===== src/rtl/rtc_timer_pkg.sv =====
package rtc_timer_pkg;
  localparam logic [2:0] A_CTRL   = 3'd0;
  localparam logic [2:0] A_CNT_LO = 3'd1;
  localparam logic [2:0] A_CNT_HI = 3'd2;
  localparam logic [2:0] A_ALM_LO = 3'd3;
  localparam logic [2:0] A_ALM_HI = 3'd4;
  localparam logic [2:0] A_PERIOD = 3'd5;
  localparam logic [2:0] A_STAT   = 3'd6;

  localparam int CTRL_W = 5;
  localparam int ST_WRAP  = 31;
  localparam int ST_ALARM = 30;
  localparam int ST_TICK  = 29;

  typedef struct packed {
    logic per_frz;
    logic per_en;
    logic frz_lo;
    logic frz_hi;
    logic clr;
  } ctrl_t;
endpackage


===== src/rtl/rtc_count40.sv =====
module rtc_count40 #(
  parameter int LO_W = 32,
  parameter int HI_W = 8,
  localparam int TW = LO_W + HI_W
) (
  input  logic            clk,
  input  logic            rst_n,
  input  logic            step,
  input  logic            clr,
  input  logic            frz_lo,
  input  logic            frz_hi,
  output logic [LO_W-1:0] lo,
  output logic [HI_W-1:0] hi,
  output logic [TW-1:0]   nxt,
  output logic            moved,
  output logic            wrap
);
  function automatic logic [LO_W-1:0] lo_inc(input logic [LO_W-1:0] v);
    return v + LO_W'(1);
  endfunction
  function automatic logic [HI_W-1:0] hi_inc(input logic [HI_W-1:0] v);
    return v + HI_W'(1);
  endfunction

  logic            lo_carry;
  logic [LO_W-1:0] lo_n;
  logic [HI_W-1:0] hi_n;

  always_comb begin
    moved    = step && !clr && !frz_lo;
    lo_carry = moved && (&lo);
    lo_n     = moved ? lo_inc(lo) : lo;
    hi_n     = (lo_carry && !frz_hi) ? hi_inc(hi) : hi;
    wrap     = lo_carry && !frz_hi && (&hi);
    nxt      = {hi_n, lo_n};
  end

  always_ff @(posedge clk or negedge rst_n) begin
    if (!rst_n) begin
      lo <= '0;
      hi <= '0;
    end else if (clr) begin
      lo <= '0;
      hi <= '0;
    end else begin
      lo <= lo_n;
      hi <= hi_n;
    end
  end

  p_clear_zero_r4: assert property (@(posedge clk) disable iff (!rst_n)
    clr |=> (lo == '0 && hi == '0));
  p_freeze_lo_r3: assert property (@(posedge clk) disable iff (!rst_n)
    (frz_lo && !clr) |=> $stable(lo));
  p_freeze_hi_r3: assert property (@(posedge clk) disable iff (!rst_n)
    (frz_hi && !clr) |=> $stable(hi));
  p_wrap_zero_r6: assert property (@(posedge clk) disable iff (!rst_n)
    wrap |=> (lo == '0 && hi == '0));
  p_idle_hold_r2: assert property (@(posedge clk) disable iff (!rst_n)
    (!step && !clr) |=> ($stable(lo) && $stable(hi)));
endmodule


===== src/rtl/rtc_alarm_cmp.sv =====
module rtc_alarm_cmp #(
  parameter int W = 40
) (
  input  logic         adv,
  input  logic [W-1:0] nxt,
  input  logic [W-1:0] target,
  output logic         hit
);
  function automatic logic lands_on(input logic [W-1:0] a, input logic [W-1:0] b);
    return (a ^ b) == '0;
  endfunction

  always_comb hit = adv && lands_on(nxt, target);
endmodule


===== src/rtl/rtc_tick_gen.sv =====
module rtc_tick_gen #(
  parameter int PW = 16
) (
  input  logic          clk,
  input  logic          rst_n,
  input  logic          en,
  input  logic          frz,
  input  logic          step,
  input  logic [PW-1:0] period,
  output logic          tick,
  output logic [PW-1:0] cnt
);
  function automatic logic [PW-1:0] dec(input logic [PW-1:0] v);
    return v - PW'(1);
  endfunction

  logic live;
  always_comb begin
    live = en && !frz && step;
    tick = live && (cnt == '0);
  end

  always_ff @(posedge clk or negedge rst_n) begin
    if (!rst_n)      cnt <= '0;
    else if (!en)    cnt <= period;
    else if (tick)   cnt <= period;
    else if (live)   cnt <= dec(cnt);
  end

  p_tick_reload_r5: assert property (@(posedge clk) disable iff (!rst_n)
    tick |=> (cnt == $past(period)));
  p_freeze_hold_r5: assert property (@(posedge clk) disable iff (!rst_n)
    (en && frz) |=> $stable(cnt));
  p_off_loaded_r5: assert property (@(posedge clk) disable iff (!rst_n)
    !en |=> (cnt == $past(period)));
endmodule


===== src/rtl/rtc_timer_unit.sv =====
module rtc_timer_unit
  import rtc_timer_pkg::*;
#(
  parameter int LO_W = 32,
  parameter int HI_W = 8,
  parameter int PW   = 16,
  localparam int TW  = LO_W + HI_W
) (
  input  logic        clk,
  input  logic        rst_n,
  input  logic        rtc_step,
  input  logic        tmr_step,
  input  logic        bus_sel,
  input  logic        bus_wr,
  input  logic [2:0]  bus_addr,
  input  logic [31:0] bus_wdata,
  output logic [31:0] bus_rdata,
  output logic        irq_wrap,
  output logic        irq_alarm,
  output logic        irq_tick
);
  ctrl_t           ctrl;
  logic [LO_W-1:0] alm_lo;
  logic [HI_W-1:0] alm_hi;
  logic [PW-1:0]   period;
  logic [2:0]      stat;     // {wrap, alarm, tick}

  logic [LO_W-1:0] cnt_lo;
  logic [HI_W-1:0] cnt_hi;
  logic [TW-1:0]   cnt_nxt;
  logic            cnt_moved, ev_wrap, ev_alarm, ev_tick;
  logic [PW-1:0]   per_cnt;

  logic            wr_en;
  logic [2:0]      ev_set, w1c;

  rtc_count40 #(.LO_W(LO_W), .HI_W(HI_W)) u_cnt (
    .clk(clk), .rst_n(rst_n), .step(rtc_step), .clr(ctrl.clr),
    .frz_lo(ctrl.frz_lo), .frz_hi(ctrl.frz_hi),
    .lo(cnt_lo), .hi(cnt_hi), .nxt(cnt_nxt), .moved(cnt_moved), .wrap(ev_wrap)
  );

  rtc_alarm_cmp #(.W(TW)) u_alm (
    .adv(cnt_moved), .nxt(cnt_nxt), .target({alm_hi, alm_lo}), .hit(ev_alarm)
  );

  rtc_tick_gen #(.PW(PW)) u_per (
    .clk(clk), .rst_n(rst_n), .en(ctrl.per_en), .frz(ctrl.per_frz),
    .step(tmr_step), .period(period), .tick(ev_tick), .cnt(per_cnt)
  );

  always_comb begin
    wr_en  = bus_sel && bus_wr;
    ev_set = {ev_wrap, ev_alarm, ev_tick};
    w1c    = (wr_en && bus_addr == A_STAT) ?
             {bus_wdata[ST_WRAP], bus_wdata[ST_ALARM], bus_wdata[ST_TICK]} : 3'b000;
  end

  always_ff @(posedge clk or negedge rst_n) begin
    if (!rst_n) begin
      ctrl   <= '0;
      alm_lo <= '0;
      alm_hi <= '0;
      period <= '0;
    end else if (wr_en) begin
      case (bus_addr)
        A_CTRL:   ctrl   <= ctrl_t'(bus_wdata[CTRL_W-1:0]);
        A_ALM_LO: alm_lo <= bus_wdata[LO_W-1:0];
        A_ALM_HI: alm_hi <= bus_wdata[HI_W-1:0];
        A_PERIOD: period <= bus_wdata[PW-1:0];
        default: ;
      endcase
    end
  end

  always_ff @(posedge clk or negedge rst_n) begin
    if (!rst_n) stat <= '0;
    else        stat <= (stat & ~w1c) | ev_set;
  end

  always_comb begin
    logic [31:0] v;
    v = '0;
    case (bus_addr)
      A_CTRL:   v[CTRL_W-1:0] = ctrl;
      A_CNT_LO: v[LO_W-1:0]   = cnt_lo;
      A_CNT_HI: v[HI_W-1:0]   = cnt_hi;
      A_ALM_LO: v[LO_W-1:0]   = alm_lo;
      A_ALM_HI: v[HI_W-1:0]   = alm_hi;
      A_PERIOD: v[PW-1:0]     = period;
      A_STAT: begin
        v[ST_WRAP]  = stat[2];
        v[ST_ALARM] = stat[1];
        v[ST_TICK]  = stat[0];
      end
      default: ;
    endcase
    bus_rdata = (bus_sel && !bus_wr) ? v : 32'h0;
  end

  assign irq_wrap  = stat[2];
  assign irq_alarm = stat[1];
  assign irq_tick  = stat[0];

  p_alarm_lands_r7: assert property (@(posedge clk) disable iff (!rst_n)
    ev_alarm |=> ({cnt_hi, cnt_lo} == $past({alm_hi, alm_lo})));
  p_w1c_clears_r8: assert property (@(posedge clk) disable iff (!rst_n)
    (w1c[1] && !ev_set[1]) |=> !irq_alarm);
  p_sticky_wrap_r8: assert property (@(posedge clk) disable iff (!rst_n)
    (irq_wrap && !w1c[2]) |=> irq_wrap);
  p_sticky_tick_r8: assert property (@(posedge clk) disable iff (!rst_n)
    (irq_tick && !w1c[0]) |=> irq_tick);
  p_ctrl_zero_r10: assert property (@(posedge clk) disable iff (!rst_n)
    (wr_en && bus_addr == A_CTRL && bus_wdata[CTRL_W-1:0] == '0) |=> (ctrl == '0));
endmodule


===== config.mk =====
export PLATFORM = sky130hd
export DESIGN_NAME = rtc_timer_unit
export DESIGN_NICKNAME = d
export VERILOG_FILES = /design/src/rtl/rtc_timer_pkg.sv /design/src/rtl/rtc_count40.sv /design/src/rtl/rtc_alarm_cmp.sv /design/src/rtl/rtc_tick_gen.sv /design/src/rtl/rtc_timer_unit.sv
export SDC_FILE = /design/constraint.sdc
export NUM_CORES = 1
export LEC_CHECK = 0
export CAP_MARGIN = 20
export CORE_ASPECT_RATIO = 1.2
export CORE_MARGIN = 8
export CORE_UTILIZATION = 59
export DETAILED_ROUTE_END_ITERATION = 8
export GPL_ROUTABILITY_DRIVEN = 0
export PLACE_DENSITY = 0.82
export SLEW_MARGIN = 0
export SYNTH_ARGS = -nofsm -noshare
export SYNTH_HDL_FRONTEND = slang
export SYNTH_SLANG_ARGS = --single-unit

===== constraint.sdc =====
create_clock -name clk -period 5.5 [get_ports clk]
set_input_delay 0.55 -clock clk [delete_from_list [all_inputs] [get_ports clk]]
set_output_delay 0.55 -clock clk [all_outputs]
set_load 0.1 [all_outputs]

Yosys cells after proc, flatten, opt, wreduce, memory -nomap -nowiden

Index checks and enable logic that the tools add are counted.

Register bits: 120
Input bits: 41
Word-level logic and storage cells: 66
Output and inout port bits: 35

Reduce and logical (&&, ||, !) cells: 26
Equal/unequal tests: 7
Bitwise operators: 4
Mux-type cells: 14
Add/sub/neg operators: 3

Operator list:

| kind                                                                  | count |
|---|---|
| 32-bit two-way mux                                                    | 3 |
| 16-bit two-way mux                                                    | 3 |
| 40-bit logical NOT                                                    | 1 |
| 40-bit bitwise XOR                                                    | 1 |
| 32-bit by 1-bit adder with 32-bit output, second input constant       | 1 |
| 32-bit AND reduction                                                  | 1 |
| 5-bit case mux with 6 select lines                                    | 1 |
| 13-bit case mux with 2 select lines                                   | 1 |
| 8-bit case mux with 3 select lines                                    | 1 |
| 16-bit logical NOT                                                    | 1 |
| 8-bit two-way mux                                                     | 2 |
| 16-bit by 1-bit subtractor with 16-bit output, second input constant  | 1 |
| 3-bit case mux with 5 select lines                                    | 1 |
| 1-bit logical AND                                                     | 12 |
| 3-bit equality test, second input constant                            | 3 |
| 3-bit case mux with 3 select lines                                    | 1 |
| 8-bit by 1-bit adder with 8-bit output, second input constant         | 1 |
| 2-bit AND reduction                                                   | 4 |
| 8-bit AND reduction                                                   | 1 |
| 3-bit by 2-bit equality test with 1-bit output, second input constant | 2 |
| 1-bit logical NOT                                                     | 5 |
| 3-bit bitwise AND                                                     | 1 |
| 3-bit by 1-bit equality test with 1-bit output, second input constant | 1 |
| 3-bit logical NOT                                                     | 1 |
| 4 further kinds                                                       | 4 |

Depth between registers and ports, before layout

Gate-level depths: netlist of the first run.

Depth in word-level cells: 10
Depth in mapped cells: 12
Gate-level depth less buffers: 10

Cells and area by module

A second synthesis of the first run with hierarchy kept.

Cells, all modules: 709
Area, all modules: 7,374.6 um^2

Modules (own cells, without submodules):

| module         | area an instance (um^2) | cells an instance | times used | sequential area each (um^2) |
|---|---|---|---|---|
| rtc_timer_unit | 3,415.8                 | 274               | 1          | 1,601.5 |
| rtc_count40    | 2,197.1                 | 221               | 1          | 1,001.0 |
| rtc_tick_gen   | 1,317.5                 | 159               | 1          | 400.4 |
| rtc_alarm_cmp  | 444.2                   | 55                | 1          | 0.0 |

Worst setup path before layout of the first run

OpenSTA, ideal clock, no wires.

Path kind: input -> output
Start: input bus_addr[2]
End: output bus_rdata[1]
Slack: 1,195 ps
Path buffers: 2
Arrival: 3,755 ps
Stages on the path: 6
Required time: 4,950 ps
Path through: clkbuf_1 buf_1 mux2i_1 nor2_1 a21oi_1 a211oi_1

Longest elaborated chain between the ends: 3
Elaborated cells on any way between the ends: 8
Those cells by class: eq/ne: 5; mux: 2; reduce/logical: 1

RTL lines:

| what                                        | line                 | text |
|---|---|---|
| start, declared                             | rtc_timer_unit.sv:15 | `input logic [2:0] bus_addr,` |
| 3-bit equality test (tied with other cells) | rtc_timer_unit.sv:84 | `case (bus_addr)` |
| 5-bit case mux with 6 select lines (*)      | rtc_timer_unit.sv:84 |  |
| 32-bit two-way mux (*)                      | rtc_timer_unit.sv:98 | `bus_rdata = (bus_sel && !bus_wr) ? v : 32'h0;` |
| end, declared                               | rtc_timer_unit.sv:17 | `output logic [31:0] bus_rdata,` |

Mark *: on every way between the ends. The rest lies on a longest branch, timed or not.

Worst setup path after layout of the first run

Start: input bus_addr[0]
End: output bus_rdata[23]

Longest elaborated chain between the ends: 3
Elaborated cells on any way between the ends: 4
Those cells by class: eq/ne: 2; mux: 2

RTL lines:

| what                                                                                                             | line |
|---|---|
| 3-bit by 2-bit equality test with 1-bit output or 3-bit by 1-bit equality test with 1-bit output (tied branches) | rtc_timer_unit.sv:84 |
| 13-bit case mux with 2 select lines (*)                                                                          | rtc_timer_unit.sv:84 |
| 32-bit two-way mux (*)                                                                                           | rtc_timer_unit.sv:98 |

Marked as above.

==> flow_summary.json, run 1 <==
{
  "synthFlopType": "dfrtp_1",
  "yosys-top-cells-count": "dfrtp_1 (120), nor2_1 (116), mux2_2 (65), a21oi_1 (47), nand2_1 (45)",
  "p_clk_share_pct": 34.8,
  "async_reset_ff_share_pct": 100,
  "synth_seq_area_share_pct": 39.6,
  "p_sw_w": 0.00106,
  "initialDrtViolationCount": 978,
  "grt_pass1_wl_microns": 37400,
  "grt_max_degree": 76,
  "grt_pass1_vias": 7024,
  "swShare_pct": 34.1,
  "p_seq_share_pct": 41.2,
  "overflow": 0,
  "ios": 76,
  "start_kind": "primary input",
  "rows": 45,
  "dr.pass1.iters": 8,
  "leakage_nw": 3.69,
  "clk_latency_ps": 430,
  "fmax_mhz": 264,
  "dp.final_hpwl_microns": 16400,
  "vias": 7013,
  "htreeDepth": 4,
  "synth_area_per_cell_sq_um": 9.28,
  "p_int_w": 0.00206,
  "ctsHoldBuffers": 0,
  "fp.dieH_microns": 140,
  "arrival_ps": 3230,
  "fin_crit_sh_pct": 68.8,
  "hold_class": "primary input to asynchronous set/reset pin",
  "ant_nets": 0,
  "dieArea_sq_mm": 0.0168,
  "yosysTopAreaCellShare_pct": 39.6,
  "drcViolationCount": 0,
  "clkTransAtPathRegs_ps": 60,
  "antenna_found_initial": 0,
  "syn_inst": 818,
  "yosysTopAreaCell": "dfrtp_1",
  "crit_path_end_kind": "output pin",
  "crit_fanout": 23,
  "startpoint": "bus_addr[0]",
  "core_area_sq_mm": 0.0126,
  "synth-edff-count": 0,
  "critPathKind": "primary input to output pin",
  "maxCapViolCount": 0,
  "routed_wl_microns": 22700,
  "io_buffers": 75,
  "antenna_cells": 0,
  "finalNetCount": 912,
  "dp_slack_ps": 1520,
  "cts_buffers": 17,
  "yosys_warnings": 0,
  "r2r-start": "ctrl[0]",
  "postCtsSetupBuffers": 0,
  "fin_setup_tns_ps": 0,
  "start_util_pct": 60.2,
  "rsz0062_at_grt": "false",
  "syn_area_sq_mm": 0.00759,
  "required_ps": 4950,
  "yosysUniqueCellTypes": 66,
  "final.setup_skew_ps": 9.38,
  "clockBufferDepth": 2,
  "maxSlewHeadroom_pct": 25.2,
  "layout-drive-gt1-share_pct": 17.7,
  "viasPerCell": 6.71,
  "final-setup-viol-count": 0,
  "postCtsResizedCells": 0,
  "routedWlPerCell_microns": 21.7,
  "status": "finished clean",
  "worstMarginPinSlew_ps": 1110,
  "synthTopCellsByArea": "dfrtp_1 (40%), mux2_2 (9.6%), nor2_1 (5.7%), mux2i_1 (4.4%), xnor2_1 (3.9%)",
  "finalHoldViolations": 0,
  "combPwrFrac_pct": 24.1,
  "ys_ff_latch": 120,
  "track_usage_pct": 27.9,
  "irDropWorstVdd_mv": 0.236,
  "synth_nets": 862,
  "clockRootBuffer": "clkbuf_16",
  "syn2layout_area_growth_pct": 17.0,
  "numClockSinks": 120,
  "period_needed_ps": 3780,
  "power_density_mw_per_mm2": 351,
  "finalMaxSlewViolations": 0,
  "yosysMostFrequentCell": "dfrtp_1",
  "worst_slack_ps": 1720,
  "die_w_microns": 120,
  "tritoncts": "yes"
}
[path summary, 6_finish.rpt]
path / endpoint / slack (ps) / cells after the start
setup / recovery: bus_rdata[23] / 1720 / 5
hold / removal: u_cnt.lo[23] / 260 / 1
setup reg to reg: stat[1] / 1800 / 9
hold reg to reg: u_per.cnt[4] / 500 / 2
min in group clk: u_per.cnt[4] / 500 / 2
max in group asynchronous: u_per.cnt[13] / 4070 / 2
[per-stage QoR]
stage	hold WS [ps]	instance area (sq um)	util (%)	std cells	total power [W]
2_1_floorplan	254	7590	-	818	0.00176
3_3_place_gp	454	8290	65.8	1012	0.00197
3_5_place_dp	494	8290	65.8	1012	0.00201
4_1_cts	309	8870	70.3	1044	0.00311
5_1_grt	327	8880	70.4	1045	0.00326
6_report	264	8880	70.4	1045	0.00312
[cell usage in the layout, fill, tap and decap left out, drive strengths merged, types with 4 or more instances in the layout]
| master | count |
|---|---|
| dfrtp | 120 |
| nor3 | 25 |
| nand2b | 11 |
| clkdlybuf4s50 | 41 |
| nor2 | 116 |
| o22ai | 7 |
| clkbuf | 23 |
| mux2 | 65 |
| or2 | 5 |
| xor2 | 32 |
| clkinv | 4 |
| mux2i | 33 |
| a22oi | 9 |
| nand3 | 23 |
| and3 | 9 |
| a31oi | 5 |
| nor4 | 12 |
| xnor2 | 34 |
| or4 | 7 |
| nor3b | 8 |
| inv | 18 |
| a32oi | 4 |
| and4 | 6 |
| o21ai | 27 |
| a21oi | 47 |
| nand4 | 27 |
| buf | 41 |
| nor2b | 8 |
| a211oi | 9 |
| or3 | 7 |
| nand2 | 45 |
| clkinvlp | 5 |
[critical path, cell delays in order]
cell,delay [ps]
clkdlybuf4s50_1,1030
nor2b_1,500
nand3b_1,560
nor2_1,270
buf_4,320
[power by group through the flow]
stage	clock, W	sequential [W]	combinational, W
finish	0.00108	0.00128	0.000751
global route	0.00113	0.00130	0.000823
CTS	0.00110	0.00127	0.000743
detailed placement	0	0.00128	0.000731
global placement	0	0.00127	0.000694
floorplan	0	0.00121	0.000554
[per-layer routing]
| metal | wire (microns) | GRT usage [%] |
|---|---|---|
| met4 | 1190 | 16.2 |
| met5 | 0 | 0 |
| met3 | 1850 | 7.48 |
| met2 | 11000 | 44.0 |
| met1 | 8670 | 33.8 |
[kinds of logic after synthesis]
logic type / count (synthesis) / share of synthesized area, %
AND/OR/NAND/NOR: 319 / 21.4
flip-flops: 120 / 39.6
buffers and inverters: 70 / 3.79
AO/OA/AOI/OAI: 137 / 11.6
multiplexers: 99 / 14.3
XOR/XNOR: 70 / 8.86
adder cells (fa/ha/maj): 3 / 0.495
[sequential cells by signal, summed over array words and instances (netlist names)]
| register | count |
|---|---|
| alm_lo | 32 |
| stat | 3 |
| alm_hi | 8 |
| u_per.cnt | 16 |
| ctrl | 5 |
| u_cnt.lo | 32 |
| u_cnt.hi | 8 |
| period | 16 |
[final cells by class]
cell class	count	area [sq um]
clock buffer	22	484
clock inverter	10	95.1
fill	967	3730
inverter	18	67.6
multi-input combinational	628	4300
sequential	120	3000
tap	164	205
timing repair buffer	83	721
Power figures use the tool's default switching activity.
==> inputs of run 2 (changes only) <==
CORE_UTILIZATION = 52   (was 59)
PLACE_DENSITY = 0.77   (was 0.82)
clock period = 3.2 ns   (was 5.5 ns; I/O delays follow)
==> run 2 against run 1 <==
  * Clock power increased by 68%
  * Sequential power increased by 71%
  * Critical path depth increased by 5
  * Design area increased by 8.7%
  * Flip-flop and latch count unchanged
  * Clock skew decreased by 3.2 ps
  * Count of clock-buffer cells in the layout unchanged
  * Worst setup slack got worse by 1600 ps
  * Combinational power increased by 77%
  * Highest routed layer unchanged
==> flow_summary.json, run 2 (synthesis results as in run 1) <==
{
  "vias": 6878,
  "dpl-instance-area_sq_mm": 0.00908,
  "finalNetCount": 960,
  "final_area_sq_mm": 0.00965,
  "start_kind": "register",
  "ios": 76,
  "r2r-start": "u_cnt.lo[0]",
  "final.setup_skew_ps": 6.22,
  "period_needed_ps": 3040,
  "p_int_w": 0.00354,
  "track_usage_pct": 25.6,
  "arrival_ps": 3370,
  "maxSlewHeadroom_pct": 34.3,
  "dieArea_sq_mm": 0.0187,
  "p_sw_w": 0.00179,
  "dp_slack_ps": -90.7,
  "antenna_found_initial": 0,
  "dp.final_hpwl_microns": 17000,
  "cpPeakStageDelay_ps": 490,
  "start_util_pct": 52.9,
  "final_cell_mix": "dfrtp_1 (120), nor2_1 (116), mux2_2 (65), buf_4 (55), a21oi_1 (47)",
  "grt_pass1_vias": 7043,
  "die_w_microns": 126,
  "required_ps": 3540,
  "rr_endpoint": "stat[1]",
  "worstMarginPinSlew_ps": 982,
  "rows": 48,
  "reg2reg_slack_ps": 160,
  "maxCapViolCount": 0,
  "crit_top_cell": "nand3_1",
  "overflow": 0,
  "clk_latency_ps": 420,
  "leakage_nw": 4.02,
  "path_buf_inv": 1,
  "final-setup-viol-count": 0,
  "crit_path_end_kind": "register",
  "core_area_sq_mm": 0.0144,
  "ff2ff_path_depth": 10,
  "tritoncts": "yes",
  "worst_slack_ps": 162,
  "numClockSinks": 120,
  "syn2layout_area_growth_pct": 27.1,
  "routedWlPerCell_microns": 20.9,
  "layoutNonFillerInstCount": 1103,
  "startpoint": "u_cnt.lo[0]",
  "drcViolationCount": 0,
  "combPwrFrac_pct": 24.9,
  "critPathTopFamily": "simple AND/OR/NAND/NOR gates",
  "hold_class": "primary input to asynchronous set/reset pin",
  "rsz0062_at_grt": "false",
  "io_buffers": 75,
  "p_clk_share_pct": 34.0,
  "crit_chain": "ha_1, and3_2, and4_1, buf_4, nand3_1, nor2_1, a2111oi_0, nand3_1, or4_1, o31ai_2",
  "initialDrtViolationCount": 739,
  "crit_fanout": 7,
  "grt_pass1_wl_microns": 37800,
  "finalHoldViolations": 0,
  "routed_wl_microns": 23000,
  "swShare_pct": 33.6,
  "viasPerCell": 6.24,
  "largestRegisters": "alm_lo: 32 flops, u_cnt.lo: 32 flops",
  "clockBufferDepth": 2,
  "fmax_mhz": 329,
  "dr.pass1.iters": 5,
  "finalMaxSlewViolations": 0,
  "cpMaxStageDelayCell": "or4_1",
  "irDropWorstVdd_mv": 0.334,
  "antenna_cells": 0,
  "status": "finished clean",
  "layout-drive-gt1-share_pct": 21.9,
  "clkTransAtPathRegs_ps": 60,
  "dp_cells": 1071,
  "power_density_mw_per_mm2": 553,
  "p_seq_share_pct": 41.1,
  "critPathKind": "register to register",
  "fin_crit_sh_pct": 94.9,
  "final_common_cell": "dfrtp_1",
  "clockRootBuffer": "clkbuf_16",
  "htreeDepth": 4,
  "postCtsSetupBuffers": 0,
  "cts_buffers": 17,
  "grt_max_degree": 79,
  "fp.dieH_microns": 148,
  "ant_nets": 0
}
run 2: cell count changes in the layout (fill, tap and decap cells not counted), moves of 2 or more:
cell,delta
buf_12,+33
buf_4,+15
clkinv_2,+4
clkinv_4,-2
clkinvlp_4,-3
run 2: power by group through the flow:
stage | Sequential (W) | Combinational, W | Clock (W)
after floorplan | 0.00207 | 0.000954 | 0
after global placement | 0.00219 | 0.00126 | 0
after detailed placement | 0.00220 | 0.00130 | 0
after CTS | 0.00218 | 0.00131 | 0.00182
after global routing | 0.00223 | 0.00146 | 0.00188
final | 0.00219 | 0.00133 | 0.00181
run 2: per-layer routing:
| layer | GRT usage [%] | up-vias | part of all wire, % |
|---|---|---|---|
| li1 | - | 3143 | - |
| met1 | 31.0 | 3327 | 40 |
| met2 | 41.4 | 328 | 48 |
| met3 | 5.59 | 80 | 6.9 |
| met4 | 14.5 | 0 | 4.7 |
| met5 | 0 | - | 0 |
run 2: worst max path at each step:
| stage | end | slack (ps) | depth (start not counted) |
|---|---|---|---|
| 2_1_floorplan | bus_rdata[3] | -650 | 6 |
| 3_3_place_gp | stat[1] | -50 | 11 |
| 3_5_place_dp | stat[1] | -90 | 11 |
| 4_1_cts | stat[1] | 180 | 10 |
| 5_1_grt | stat[1] | 20 | 8 |
| 6_report | stat[1] | 160 | 10 |
run 2: per-stage QoR:
stage                     util, %  hold WS (ps)  total power [W]  TNS, ps
after floorplan                 -          24.4          0.00302    -3230
after global placement       63.3           346          0.00345    -46.6
after detailed placement     63.3           351          0.00350    -90.7
after CTS                    67.2           459          0.00532        0
after global routing         67.2           512          0.00557        0
final                        67.2           442          0.00533        0
run 2: repair_timing:
action / 4_1_cts / 5_1_grt
gates resized for setup: 0 / 2
hold buffers: 1 / 0
endpoints found under the hold margin: 42 / 0
endpoints found under the setup margin: 0 / 1
run 2: final cells by class:
type,count,area [sq um]
fill,1117,4710
multi-input combinational,628,4310
sequential,120,3000
timing repair buffer,131,1500
clock buffer,22,474
tap,175,219
clock inverter,9,75.1
inverter,18,67.6
run 2: worst reg2reg max path: cells and delay by family, from the launching register on:
kind | cells | cell delay, ps
flops | 1 | 460
fa+ha+maj | 1 | 290
buf+inv | 1 | 160
compound gates | 2 | 670
simple gates | 6 | 1360
